## src/rtl/trap_pkg.sv

```systemverilog
package trap_pkg;
  typedef enum logic [2:0] {
    CMD_NONE    = 3'd0,
    CMD_SET     = 3'd1,
    CMD_ARM     = 3'd2,
    CMD_DISARM  = 3'd3,
    CMD_CLR     = 3'd4,
    CMD_CLR_ALL = 3'd5
  } trap_cmd_e;

  localparam logic [7:0] SUB_FIRST = 8'h01;
  localparam logic [7:0] SUB_LAST_IDX = 8'h04;
  localparam logic [7:0] SUB_CLR_ALL = 8'h05;
endpackage

```

## src/rtl/trap_cfg_rx.sv

```systemverilog
module trap_cfg_rx
  import trap_pkg::*;
#(
  parameter int N_ENTRIES = 4,
  parameter int ADDR_W    = 24
) (
  input  logic                 clk_i,
  input  logic                 rst_ni,
  input  logic                 byte_valid_i,
  input  logic [7:0]           byte_i,
  output logic                 cmd_valid_o,
  output trap_cmd_e            cmd_op_o,
  output logic [N_ENTRIES-1:0] cmd_sel_o,
  output logic [ADDR_W-1:0]    cmd_start_o,
  output logic [ADDR_W-1:0]    cmd_mask_o,
  output logic [ADDR_W-1:0]    cmd_repl_o
);
  localparam int ARG_W     = 3 * ADDR_W;
  localparam int ARG_BYTES = ARG_W / 8;
  localparam int CNT_W     = $clog2(ARG_BYTES + 1);

  typedef enum logic [1:0] {ST_OP, ST_IDX, ST_ARG} rx_st_e;

  rx_st_e                st_q, st_d;
  trap_cmd_e             op_q, op_d;
  logic [7:0]            idx_q, idx_d;
  logic [CNT_W-1:0]      cnt_q, cnt_d;
  logic [ARG_W-1:0]      arg_q, arg_d, arg_shift;
  logic                  emit;
  trap_cmd_e             emit_op;
  logic [N_ENTRIES-1:0]  emit_sel;
  logic                  valid_q;
  trap_cmd_e             cop_q;
  logic [N_ENTRIES-1:0]  csel_q;

  function automatic logic [N_ENTRIES-1:0] idx_onehot(input logic [7:0] b);
    logic [N_ENTRIES-1:0] r;
    for (int i = 0; i < N_ENTRIES; i++) r[i] = (b == 8'(i));
    return r;
  endfunction

  assign arg_shift = {arg_q[ARG_W-9:0], byte_i};

  always_comb begin
    st_d     = st_q;
    op_d     = op_q;
    idx_d    = idx_q;
    cnt_d    = cnt_q;
    arg_d    = arg_q;
    emit     = 1'b0;
    emit_op  = CMD_NONE;
    emit_sel = '0;
    if (byte_valid_i) begin
      unique case (st_q)
        ST_OP: begin
          if (byte_i >= SUB_FIRST && byte_i <= SUB_LAST_IDX) begin
            op_d = trap_cmd_e'(byte_i[2:0]);
            st_d = ST_IDX;
          end else if (byte_i == SUB_CLR_ALL) begin
            emit     = 1'b1;
            emit_op  = CMD_CLR_ALL;
            emit_sel = '1;
          end
        end
        ST_IDX: begin
          idx_d = byte_i;
          if (op_q == CMD_SET) begin
            st_d  = ST_ARG;
            cnt_d = '0;
          end else begin
            emit     = 1'b1;
            emit_op  = op_q;
            emit_sel = idx_onehot(byte_i);
            st_d     = ST_OP;
          end
        end
        ST_ARG: begin
          arg_d = arg_shift;
          cnt_d = cnt_q + 1'b1;
          if (cnt_q == CNT_W'(ARG_BYTES - 1)) begin
            emit     = 1'b1;
            emit_op  = CMD_SET;
            emit_sel = idx_onehot(idx_q);
            st_d     = ST_OP;
          end
        end
        default: st_d = ST_OP;
      endcase
    end
  end

  always_ff @(posedge clk_i or negedge rst_ni) begin
    if (!rst_ni) begin
      st_q    <= ST_OP;
      op_q    <= CMD_NONE;
      idx_q   <= '0;
      cnt_q   <= '0;
      arg_q   <= '0;
      valid_q <= 1'b0;
      cop_q   <= CMD_NONE;
      csel_q  <= '0;
    end else begin
      st_q    <= st_d;
      op_q    <= op_d;
      idx_q   <= idx_d;
      cnt_q   <= cnt_d;
      arg_q   <= arg_d;
      valid_q <= emit;
      cop_q   <= emit_op;
      csel_q  <= emit_sel;
    end
  end

  assign cmd_valid_o = valid_q;
  assign cmd_op_o    = cop_q;
  assign cmd_sel_o   = csel_q;
  // first value sent lands in the top slice
  assign cmd_start_o = arg_q[ARG_W-1 -: ADDR_W];
  assign cmd_mask_o  = arg_q[2*ADDR_W-1 -: ADDR_W];
  assign cmd_repl_o  = arg_q[ADDR_W-1:0];
endmodule

```

## src/rtl/trap_entry.sv

```systemverilog
module trap_entry
  import trap_pkg::*;
#(
  parameter int ADDR_W = 24
) (
  input  logic              clk_i,
  input  logic              rst_ni,
  input  logic              cmd_valid_i,
  input  trap_cmd_e         cmd_op_i,
  input  logic              cmd_sel_i,
  input  logic [ADDR_W-1:0] cmd_start_i,
  input  logic [ADDR_W-1:0] cmd_mask_i,
  input  logic [ADDR_W-1:0] cmd_repl_i,
  input  logic              rd_valid_i,
  input  logic [ADDR_W-1:0] rd_addr_i,
  output logic              armed_o,
  output logic              trig_o,
  output logic              redir_o,
  output logic [ADDR_W-1:0] remap_o
);
  logic [ADDR_W-1:0] start_q, mask_q, repl_q;
  logic              armed_q, trig_q, hit;

  assign hit     = armed_q && (((rd_addr_i ^ start_q) & mask_q) == '0);
  assign redir_o = hit && trig_q;
  assign remap_o = (repl_q & mask_q) | (rd_addr_i & ~mask_q);
  assign armed_o = armed_q;
  assign trig_o  = trig_q;

  always_ff @(posedge clk_i or negedge rst_ni) begin
    if (!rst_ni) begin
      start_q <= '0;
      mask_q  <= '0;
      repl_q  <= '0;
      armed_q <= 1'b0;
      trig_q  <= 1'b0;
    end else if (cmd_valid_i && cmd_sel_i) begin
      // a command on this entry overrides a read in the same cycle
      unique case (cmd_op_i)
        CMD_SET: begin
          start_q <= cmd_start_i;
          mask_q  <= cmd_mask_i;
          repl_q  <= cmd_repl_i;
          trig_q  <= 1'b0;
        end
        CMD_ARM:    armed_q <= 1'b1;
        CMD_DISARM: armed_q <= 1'b0;
        CMD_CLR:    trig_q  <= 1'b0;
        CMD_CLR_ALL: begin
          armed_q <= 1'b0;
          trig_q  <= 1'b0;
        end
        default: ;
      endcase
    end else if (rd_valid_i && hit && !trig_q) begin
      trig_q <= 1'b1;
    end
  end
endmodule

```

## src/rtl/trap_pick.sv

```systemverilog
module trap_pick #(
  parameter int N_ENTRIES = 4,
  parameter int ADDR_W    = 24,
  parameter int IDX_W     = 2
) (
  input  logic [N_ENTRIES-1:0] req_i,
  input  logic [ADDR_W-1:0]    addr_i [N_ENTRIES],
  output logic                 any_o,
  output logic [IDX_W-1:0]     idx_o,
  output logic [ADDR_W-1:0]    addr_o
);
  // walk downward so the lowest requesting index is assigned last
  always_comb begin
    any_o  = 1'b0;
    idx_o  = '0;
    addr_o = '0;
    for (int i = N_ENTRIES - 1; i >= 0; i--) begin
      if (req_i[i]) begin
        any_o  = 1'b1;
        idx_o  = IDX_W'(i);
        addr_o = addr_i[i];
      end
    end
  end
endmodule

```

## src/rtl/addr_trap_remap.sv

```systemverilog
module addr_trap_remap
  import trap_pkg::*;
#(
  parameter int N_ENTRIES = 4,
  parameter int ADDR_W    = 24,
  localparam int IDX_W    = $clog2(N_ENTRIES)
) (
  input  logic                 clk_i,
  input  logic                 rst_ni,
  input  logic                 rd_valid_i,
  input  logic [ADDR_W-1:0]    rd_addr_i,
  input  logic                 cfg_valid_i,
  input  logic [7:0]           cfg_byte_i,
  output logic                 out_valid_o,
  output logic [ADDR_W-1:0]    head_addr_o,
  output logic [ADDR_W-1:0]    tail_addr_o,
  output logic                 fire_o,
  output logic [IDX_W-1:0]     fire_idx_o,
  output logic [N_ENTRIES-1:0] armed_o,
  output logic [N_ENTRIES-1:0] triggered_o
);
  logic                 cmd_valid;
  trap_cmd_e            cmd_op;
  logic [N_ENTRIES-1:0] cmd_sel;
  logic [ADDR_W-1:0]    cmd_start, cmd_mask, cmd_repl;
  logic [N_ENTRIES-1:0] redir;
  logic [ADDR_W-1:0]    remap_w [N_ENTRIES];
  logic                 pick_any;
  logic [IDX_W-1:0]     pick_idx;
  logic [ADDR_W-1:0]    pick_addr;

  logic                 valid_q, fire_q;
  logic [ADDR_W-1:0]    head_q, tail_q;
  logic [IDX_W-1:0]     idx_q;

  trap_cfg_rx #(.N_ENTRIES(N_ENTRIES), .ADDR_W(ADDR_W)) u_cfg (
    .clk_i       (clk_i),
    .rst_ni      (rst_ni),
    .byte_valid_i(cfg_valid_i),
    .byte_i      (cfg_byte_i),
    .cmd_valid_o (cmd_valid),
    .cmd_op_o    (cmd_op),
    .cmd_sel_o   (cmd_sel),
    .cmd_start_o (cmd_start),
    .cmd_mask_o  (cmd_mask),
    .cmd_repl_o  (cmd_repl)
  );

  for (genvar g = 0; g < N_ENTRIES; g++) begin : g_entry
    trap_entry #(.ADDR_W(ADDR_W)) u_entry (
      .clk_i      (clk_i),
      .rst_ni     (rst_ni),
      .cmd_valid_i(cmd_valid),
      .cmd_op_i   (cmd_op),
      .cmd_sel_i  (cmd_sel[g]),
      .cmd_start_i(cmd_start),
      .cmd_mask_i (cmd_mask),
      .cmd_repl_i (cmd_repl),
      .rd_valid_i (rd_valid_i),
      .rd_addr_i  (rd_addr_i),
      .armed_o    (armed_o[g]),
      .trig_o     (triggered_o[g]),
      .redir_o    (redir[g]),
      .remap_o    (remap_w[g])
    );
  end

  trap_pick #(.N_ENTRIES(N_ENTRIES), .ADDR_W(ADDR_W), .IDX_W(IDX_W)) u_pick (
    .req_i (redir),
    .addr_i(remap_w),
    .any_o (pick_any),
    .idx_o (pick_idx),
    .addr_o(pick_addr)
  );

  always_ff @(posedge clk_i or negedge rst_ni) begin
    if (!rst_ni) begin
      valid_q <= 1'b0;
      fire_q  <= 1'b0;
      head_q  <= '0;
      tail_q  <= '0;
      idx_q   <= '0;
    end else begin
      valid_q <= rd_valid_i;
      fire_q  <= rd_valid_i && pick_any;
      if (rd_valid_i) begin
        head_q <= rd_addr_i;
        tail_q <= pick_any ? pick_addr : rd_addr_i;
        idx_q  <= pick_idx;
      end
    end
  end

  assign out_valid_o = valid_q;
  assign fire_o      = fire_q;
  assign head_addr_o = head_q;
  assign tail_addr_o = tail_q;
  assign fire_idx_o  = idx_q;
endmodule

```

## config.mk

```make
export PLATFORM = sky130hd
export DESIGN_NAME = addr_trap_remap
export DESIGN_NICKNAME = d
export VERILOG_FILES = /design/src/rtl/trap_pkg.sv /design/src/rtl/trap_cfg_rx.sv /design/src/rtl/trap_entry.sv /design/src/rtl/trap_pick.sv /design/src/rtl/addr_trap_remap.sv
export SDC_FILE = /design/constraint.sdc
export NUM_CORES = 1
export LEC_CHECK = 0
export CORE_MARGIN = 8
export CORE_UTILIZATION = 45
export CTS_CLUSTER_SIZE = 16
export DETAILED_ROUTE_END_ITERATION = 7
export DONT_BUFFER_PORTS = 1
export SYNTH_ARGS = -nofsm -noshare
export SYNTH_HDL_FRONTEND = slang
export SYNTH_HIERARCHICAL = 1
export SYNTH_SLANG_ARGS = --single-unit
```

## constraint.sdc

```tcl
create_clock -name clk_i -period 2.71 [get_ports clk_i]
set_input_delay 0.542 -clock clk_i [delete_from_list [all_inputs] [get_ports clk_i]]
set_output_delay 0.542 -clock clk_i [all_outputs]
set_load 0.005 [all_outputs]
```

== After elaboration in Yosys (flattened, before gate mapping) ==
Cells that the tools add are included.

* Register bits after elaboration: 445
* Latch bits: 0
* Bits in writable memories: 0
* ROM bits: 0
* Input bits: 36
* Output and inout port bits: 60
* Word-level logic and storage cells: 188
* Memories kept: 0

* $add $sub $neg: 1
* $mul: 0
* Divide/modulo/power cells: 0
* Magnitude comparators: 2
* Equal/unequal tests: 23
* Shift-type cells: 0
* Multiplexer cells: 47
* Bitwise operators: 24
* Reduce and logical (&&, ||, !) cells: 58

{| class="wikitable"
|+ Operators by type and width
! operator !! number
|-
| $and 24x24->24 || 12
|-
| $mux 24 || 5
|-
| $logic_not 24->1 || 4
|-
| $not 24->24 || 4
|-
| $or 24x24->24 || 4
|-
| $xor 24x24->24 || 4
|-
| $eq 8x2->1 const B || 4
|-
| $reduce_and 2->1 || 14
|-
| $mux 4 || 6
|-
| $logic_and 1x1->1 || 22
|-
| $mux 1 || 19
|-
| $eq 8x1->1 const B || 2
|-
| $logic_not 8->1 || 2
|-
| $mux 2 || 7
|-
| $mux 3 || 4
|-
| $pmux 4 s3 || 1
|-
| $reduce_bool 2->1 || 6
|-
| $pmux 3 s3 || 1
|-
| $reduce_and 3->1 || 3
|-
| $eq 8x3->1 const B || 1
|-
| $ge 8x1->1 const B || 1
|-
| $le 8x3->1 const B || 1
|-
| $ne 2x2->1 const B || 4
|-
| $pmux 4 s2 || 1
|-
| 15 further kinds || 23
|}

== Logic depth before layout (Yosys ltp) ==
* Word-level depth: 10
* Depth in mapped cells: 13
* Depth with buffers taken out: 10

== Hierarchy ==
Netlist, hierarchy kept.

{| class="wikitable"
|+ Modules (own cells, without submodules)
! module !! times used !! cells each !! area an instance (µm²) !! seq. area each (µm²)
|-
| trap_entry || 4 || 233 || 3388.2 || 1851.8
|-
| trap_cfg_rx || 1 || 413 || 3886.2 || 2427.3
|-
| addr_trap_remap || 1 || 162 || 2205.9 || 1301.2
|-
| trap_pick || 1 || 95 || 818.3 || 0.0
|}

== Worst setup path before layout ==
OpenSTA, ideal clock, no wires.

* Kind: in2reg
* From: input port rd_addr_i[7]
* To: register tail_q[13], in the netlist tail_addr_o[13]
* Library setup time: 0.122 ns
* Data arrival time: 2.719 ns
* Data required time: 2.588 ns
* Slack: -0.132 ns
* Stages on the path: 12
* Buffers on the path: 3
* Path through: xor2_1 -> a22oi_1 -> nand4_1 -> or3_4 -> nor3_1 -> nor2_2 -> buf_4 -> nand2_1 -> buf_6 -> buf_12 -> mux2i_1 -> a21oi_2

* Elaborated cells on any way between the ends: 29
* Classes of those cells: mux: 9; bitwise: 8; reduce/logical: 12

{| class="wikitable"
|+ RTL lines
! what !! line !! text
|-
| start, declared || addr_trap_remap.sv:11 || <nowiki>input logic [ADDR_W-1:0] rd_addr_i,</nowiki>
|-
| $xor 24x24->24 || trap_entry.sv:24 || <nowiki>assign hit = armed_q && (((rd_addr_i ^ start_q) & mask_q) == '0);</nowiki>
|-
| $and 24x24->24 || trap_entry.sv:24 ||
|-
| $logic_not 24->1 || trap_entry.sv:24 ||
|-
| $logic_and 1x1->1 || trap_entry.sv:24 ||
|-
| $logic_and 1x1->1 || trap_entry.sv:25 || <nowiki>assign redir_o = hit && trig_q;</nowiki>
|-
| named net redir[0] || addr_trap_remap.sv:26 || <nowiki>logic [N_ENTRIES-1:0] redir;</nowiki>
|-
| $mux 1 || trap_pick.sv:18 || <nowiki>if (req_i[i]) begin</nowiki>
|-
| named net pick_any || addr_trap_remap.sv:28 || <nowiki>logic pick_any;</nowiki>
|-
| $mux 24 || addr_trap_remap.sv:88 || <nowiki>tail_q <= pick_any ? pick_addr : rd_addr_i;</nowiki>
|-
| end signal, assigned || addr_trap_remap.sv:88 ||
|-
| end, declared || addr_trap_remap.sv:33 || <nowiki>logic [ADDR_W-1:0] head_q, tail_q;</nowiki>
|}

The timed path passes the listed nets, and every way through them passes these cells.
A chain may end at the register's enable or synchronous reset.

== Worst setup path after layout ==
* From: register g_entry[2].u_entry.start_q[13]
* To: register tail_q[15], in the netlist tail_addr_o[15]

* Cells in the longest elaborated chain, start to end: 9
* Elaborated cells on any way between the ends: 12
* Classes of those cells: mux: 7; bitwise: 2; reduce/logical: 3

{| class="wikitable"
|+ RTL lines
! what !! line !! text
|-
| start, declared || trap_entry.sv:21 || <nowiki>logic [ADDR_W-1:0] start_q, mask_q, repl_q;</nowiki>
|-
| start signal, assigned || trap_entry.sv:41 || <nowiki>start_q <= cmd_start_i;</nowiki>
|-
| $xor 24x24->24 || trap_entry.sv:24 ||
|-
| $and 24x24->24 || trap_entry.sv:24 ||
|-
| $logic_not 24->1 || trap_entry.sv:24 ||
|-
| $logic_and 1x1->1 || trap_entry.sv:24 ||
|-
| $logic_and 1x1->1 || trap_entry.sv:25 ||
|-
| named net redir[2] || addr_trap_remap.sv:26 ||
|-
| $mux 24 (3 in series) || trap_pick.sv:18 ||
|-
| named net pick_addr[15] || addr_trap_remap.sv:30 || <nowiki>logic [ADDR_W-1:0] pick_addr;</nowiki>
|-
| $mux 24 || addr_trap_remap.sv:88 ||
|}

The timed path passes the listed nets, and every way through them passes these cells.

==> run metrics <==
share of the synthesized area in the top cell type 0.544; Max Fclk 0.370 GHz; critical path launch point type flop; pwr dens 686 nW/um2; Post-synth top cells dfrtp_1 (445), mux2_2 (330), nand2_1 (247); GR Overflow Total 0; Post-Syn Nets 1,640; Pwr Total 0.0161 W; RSZ-0062 raised after global routing true; CTS buffer count 49; Sink Count 445; CP bufs+invs 2; max_cap viols 0; FFs w/ async S/R, synth 1.00; First-pass DRT Iterations 5; Area Growth Syn to Fin 14.9%; Syn Std Cell Area 20,500 um2; Slew Limit Fails 175; Die Ht 229 um; DRC 0; final hold slack -0.332 ns; Worst R2R Path Depth 12; number of synthesized flops with an enable pin 0; vias in the first global route 12.9k; Max clock buf depth 3; final wirelength 56.8 mm; clk root buf clkbuf_16; GRT Total Usage 0.212; largest net degree at the start of global routing 446; Seq/Total Area, Yosys 0.544; Setup-failing EPs final 0; Top FF cell, synth dfrtp_1; nets@finish 1,696; CP max stage cell or3_4; Synth area leaders dfrtp_1 (54%), mux2_2 (18%), mux2_1 (5.0%), nand2_1 (4.5%), xor2_1 (4.1%); Synth Warn # 6; antenna-violating nets left 0; layout cells sized above 1 0.350; CP Depth 12; CP cell instances xor2_1 > a22oi_2 > nand3_1 > or3_4 > nor3_4 > nor2b_4 > buf_4 > buf_4 > a22oi_2 > a21oi_2 > mux2i_1 > a21oi_2; Crit path max-delay family simple AND/OR/NAND/NOR gates; initial antenna violation count 0; Worst Path Max Fanout 5; run status finished, violations left; max incr delay on CP 0.44 ns; row count 78; slew margin rel. -0.135; CTS clk-pin slew, worst paths 0.06 ns; setup TNS 0 ns; Avg Vias per Cell 5.57; Crit path arrival time 3.17 ns; synthesized flop and latch total 445; Peak VDD IR 0.479 mV; Initial Utilization 0.454; post-cts hold buffer count 1; actual slew at the worst max-slew pin 1.70 ns; Core Area 45,100 um2; Max Clock Skew 0.0260 ns; CP Class flop to flop; Final period util 0.996; CP Data Required Time 3.18 ns; Hold Path Class input port to async pin; syn avg cell area 12.8 um2; most frequent cell after synthesis dfrtp_1; Netlist cell types 56; Cells after Synth 1,602; IO Port Bufs 0; Critical Path Sink Type flop; clk_lat worst skew 0.59 ns; Synth area leader dfrtp_1; drt first-iter violations 984; # H-tree levels 2; detailed-route via count 12.8k; chip width 229 um; crit path time final 2.70 ns; failing checks negative hold slack, max-slew violations; wire per inst 24.7 um; DP HPWL 38.9 mm; gp weighted congestion 0.826; TritonCTS clock tree done; Leak 11.4 nW; die area 52,600 um2; first-pass GRT wire length 85.1 mm; Final Hold Vio Count 250; Boundary Pins 96
kinds of logic (layout without fill, tap and decap cells):
logic type,after synthesis,after routing,synth area share
DFF,445,445,0.544
AOI/OAI and AO/OA,169,169,0.0648
and+or+nand+nor,357,357,0.0771
xor gates and xnor gates,102,102,0.0437
adders and majority gates,2,2,0.00122
buffers and inverters,82,178,0.0257
muxes,445,445,0.243
other,0,1,0
layout make-up:
| type | count | area, um2 |
|---|---|---|
| timing repair buffer | 81 | 871 |
| inverter | 6 | 22.5 |
| fill | 3911 | 21600 |
| tap | 600 | 751 |
| antenna | 1 | 2.50 |
| clock buffer | 73 | 1470 |
| clock inverter | 18 | 179 |
| sequential | 445 | 11100 |
| multi-input combinational | 1075 | 9090 |
per-layer routing:
| metal | GRT usage | vias up | part of all wire |
|---|---|---|---|
| met4 | 0.0769 | 0 | 0.036 |
| li1 | - | 5782 | - |
| met2 | 0.342 | 287 | 0.48 |
| met5 | 0 | - | 0 |
| met1 | 0.273 | 6663 | 0.43 |
| met3 | 0.0565 | 83 | 0.062 |
per-stage QoR:
step	instances	util	hold WS, ns	instance area, um2	setup slack, ns
floorplan	1602	-	0.246	20500	0.0268
global placement	2197	0.477	0.279	21500	-0.377
detailed placement	2197	0.477	0.276	21500	-0.400
CTS	2289	0.514	-0.356	23200	0.000573
global route	2298	0.522	-0.368	23500	-0.0691
finish	2299	0.522	-0.332	23500	0.0108
sequential cells by signal, indices dropped and copies added, names as in the netlist:
name and count:
tail_addr_o 24, out_valid_o 1, u_cfg/st_q 2, g_entry.u_entry/start_q 96
u_cfg/cnt_q 4, u_cfg/op_q 3, fire_o 1, head_addr_o 24
u_cfg/idx_q 8, u_cfg/arg_q 72, u_cfg/cmd_valid_o 1, fire_idx_o 2
g_entry.u_entry/trig_o 4, g_entry.u_entry/mask_q 96, g_entry.u_entry/armed_o 4, u_cfg/cmd_sel_o 4
g_entry.u_entry/repl_q 96, u_cfg/cmd_op_o 3
power breakdown:
group	switching (W)	leakage [nW]	total [W]	internal (W)
logic	0.000597	4.61	0.00109	0.000489
registers	0.00108	6.01	0.00828	0.00720
clock network	0.00273	0.807	0.00676	0.00403
total	0.00441	11.4	0.0161	0.0117
final timing paths:
kind | slack [ns] | start | to
worst max register to register | 0.01 | g_entry[2].u_entry/start_q[13]$_DFFE_PN0P_ | tail_addr_o[15]$_DFFE_PN0P_
worst max-delay path | 0.01 | g_entry[2].u_entry/start_q[13]$_DFFE_PN0P_ | tail_addr_o[15]$_DFFE_PN0P_
worst min register to register | 0.48 | u_cfg/cnt_q[3]$_DFFE_PN0P_ | u_cfg/cnt_q[3]$_DFFE_PN0P_
max in group asynchronous | 1.69 | rst_ni | g_entry[0].u_entry/start_q[0]$_DFFE_PN0P_
worst min-delay path | -0.33 | rst_ni | head_addr_o[14]$_DFFE_PN0P_
min in group clk_i | 0.06 | cfg_valid_i | u_cfg/st_q[0]$_DFFE_PN0P_
placed cells by master, fill, tap and decap left out, types with 5 or more instances in the layout:
master | netlist | final
mux2_1 | 91 | 91
clkinv_2 | 0 | 10
nand3b_1 | 9 | 9
a22oi_1 | 44 | 35
a22o_1 | 5 | 5
clkbuf_8 | 2 | 11
nor2_1 | 41 | 40
mux2i_1 | 24 | 19
buf_4 | 4 | 55
xnor2_1 | 6 | 6
clkbuf_16 | 0 | 52
buf_6 | 8 | 6
clkbuf_1 | 12 | 11
a21oi_2 | 30 | 29
buf_12 | 4 | 17
a22oi_2 | 19 | 28
mux2_2 | 330 | 330
xor2_1 | 96 | 96
dfrtp_1 | 445 | 445
a21oi_1 | 29 | 29
o22ai_1 | 24 | 9
o22ai_2 | 0 | 13
nand4_1 | 10 | 10
nand2_1 | 247 | 246
inv_1 | 6 | 6
nand3_1 | 15 | 12
timing repair:
item	in CTS	in global routing
buffers inserted	0	8
hold endpoints to repair	446	445
cloned	0	1
endpoints found under the setup margin	26	25
gates resized for setup	9	45
pin swaps	4	36
Power figures use the tool's default switching activity.
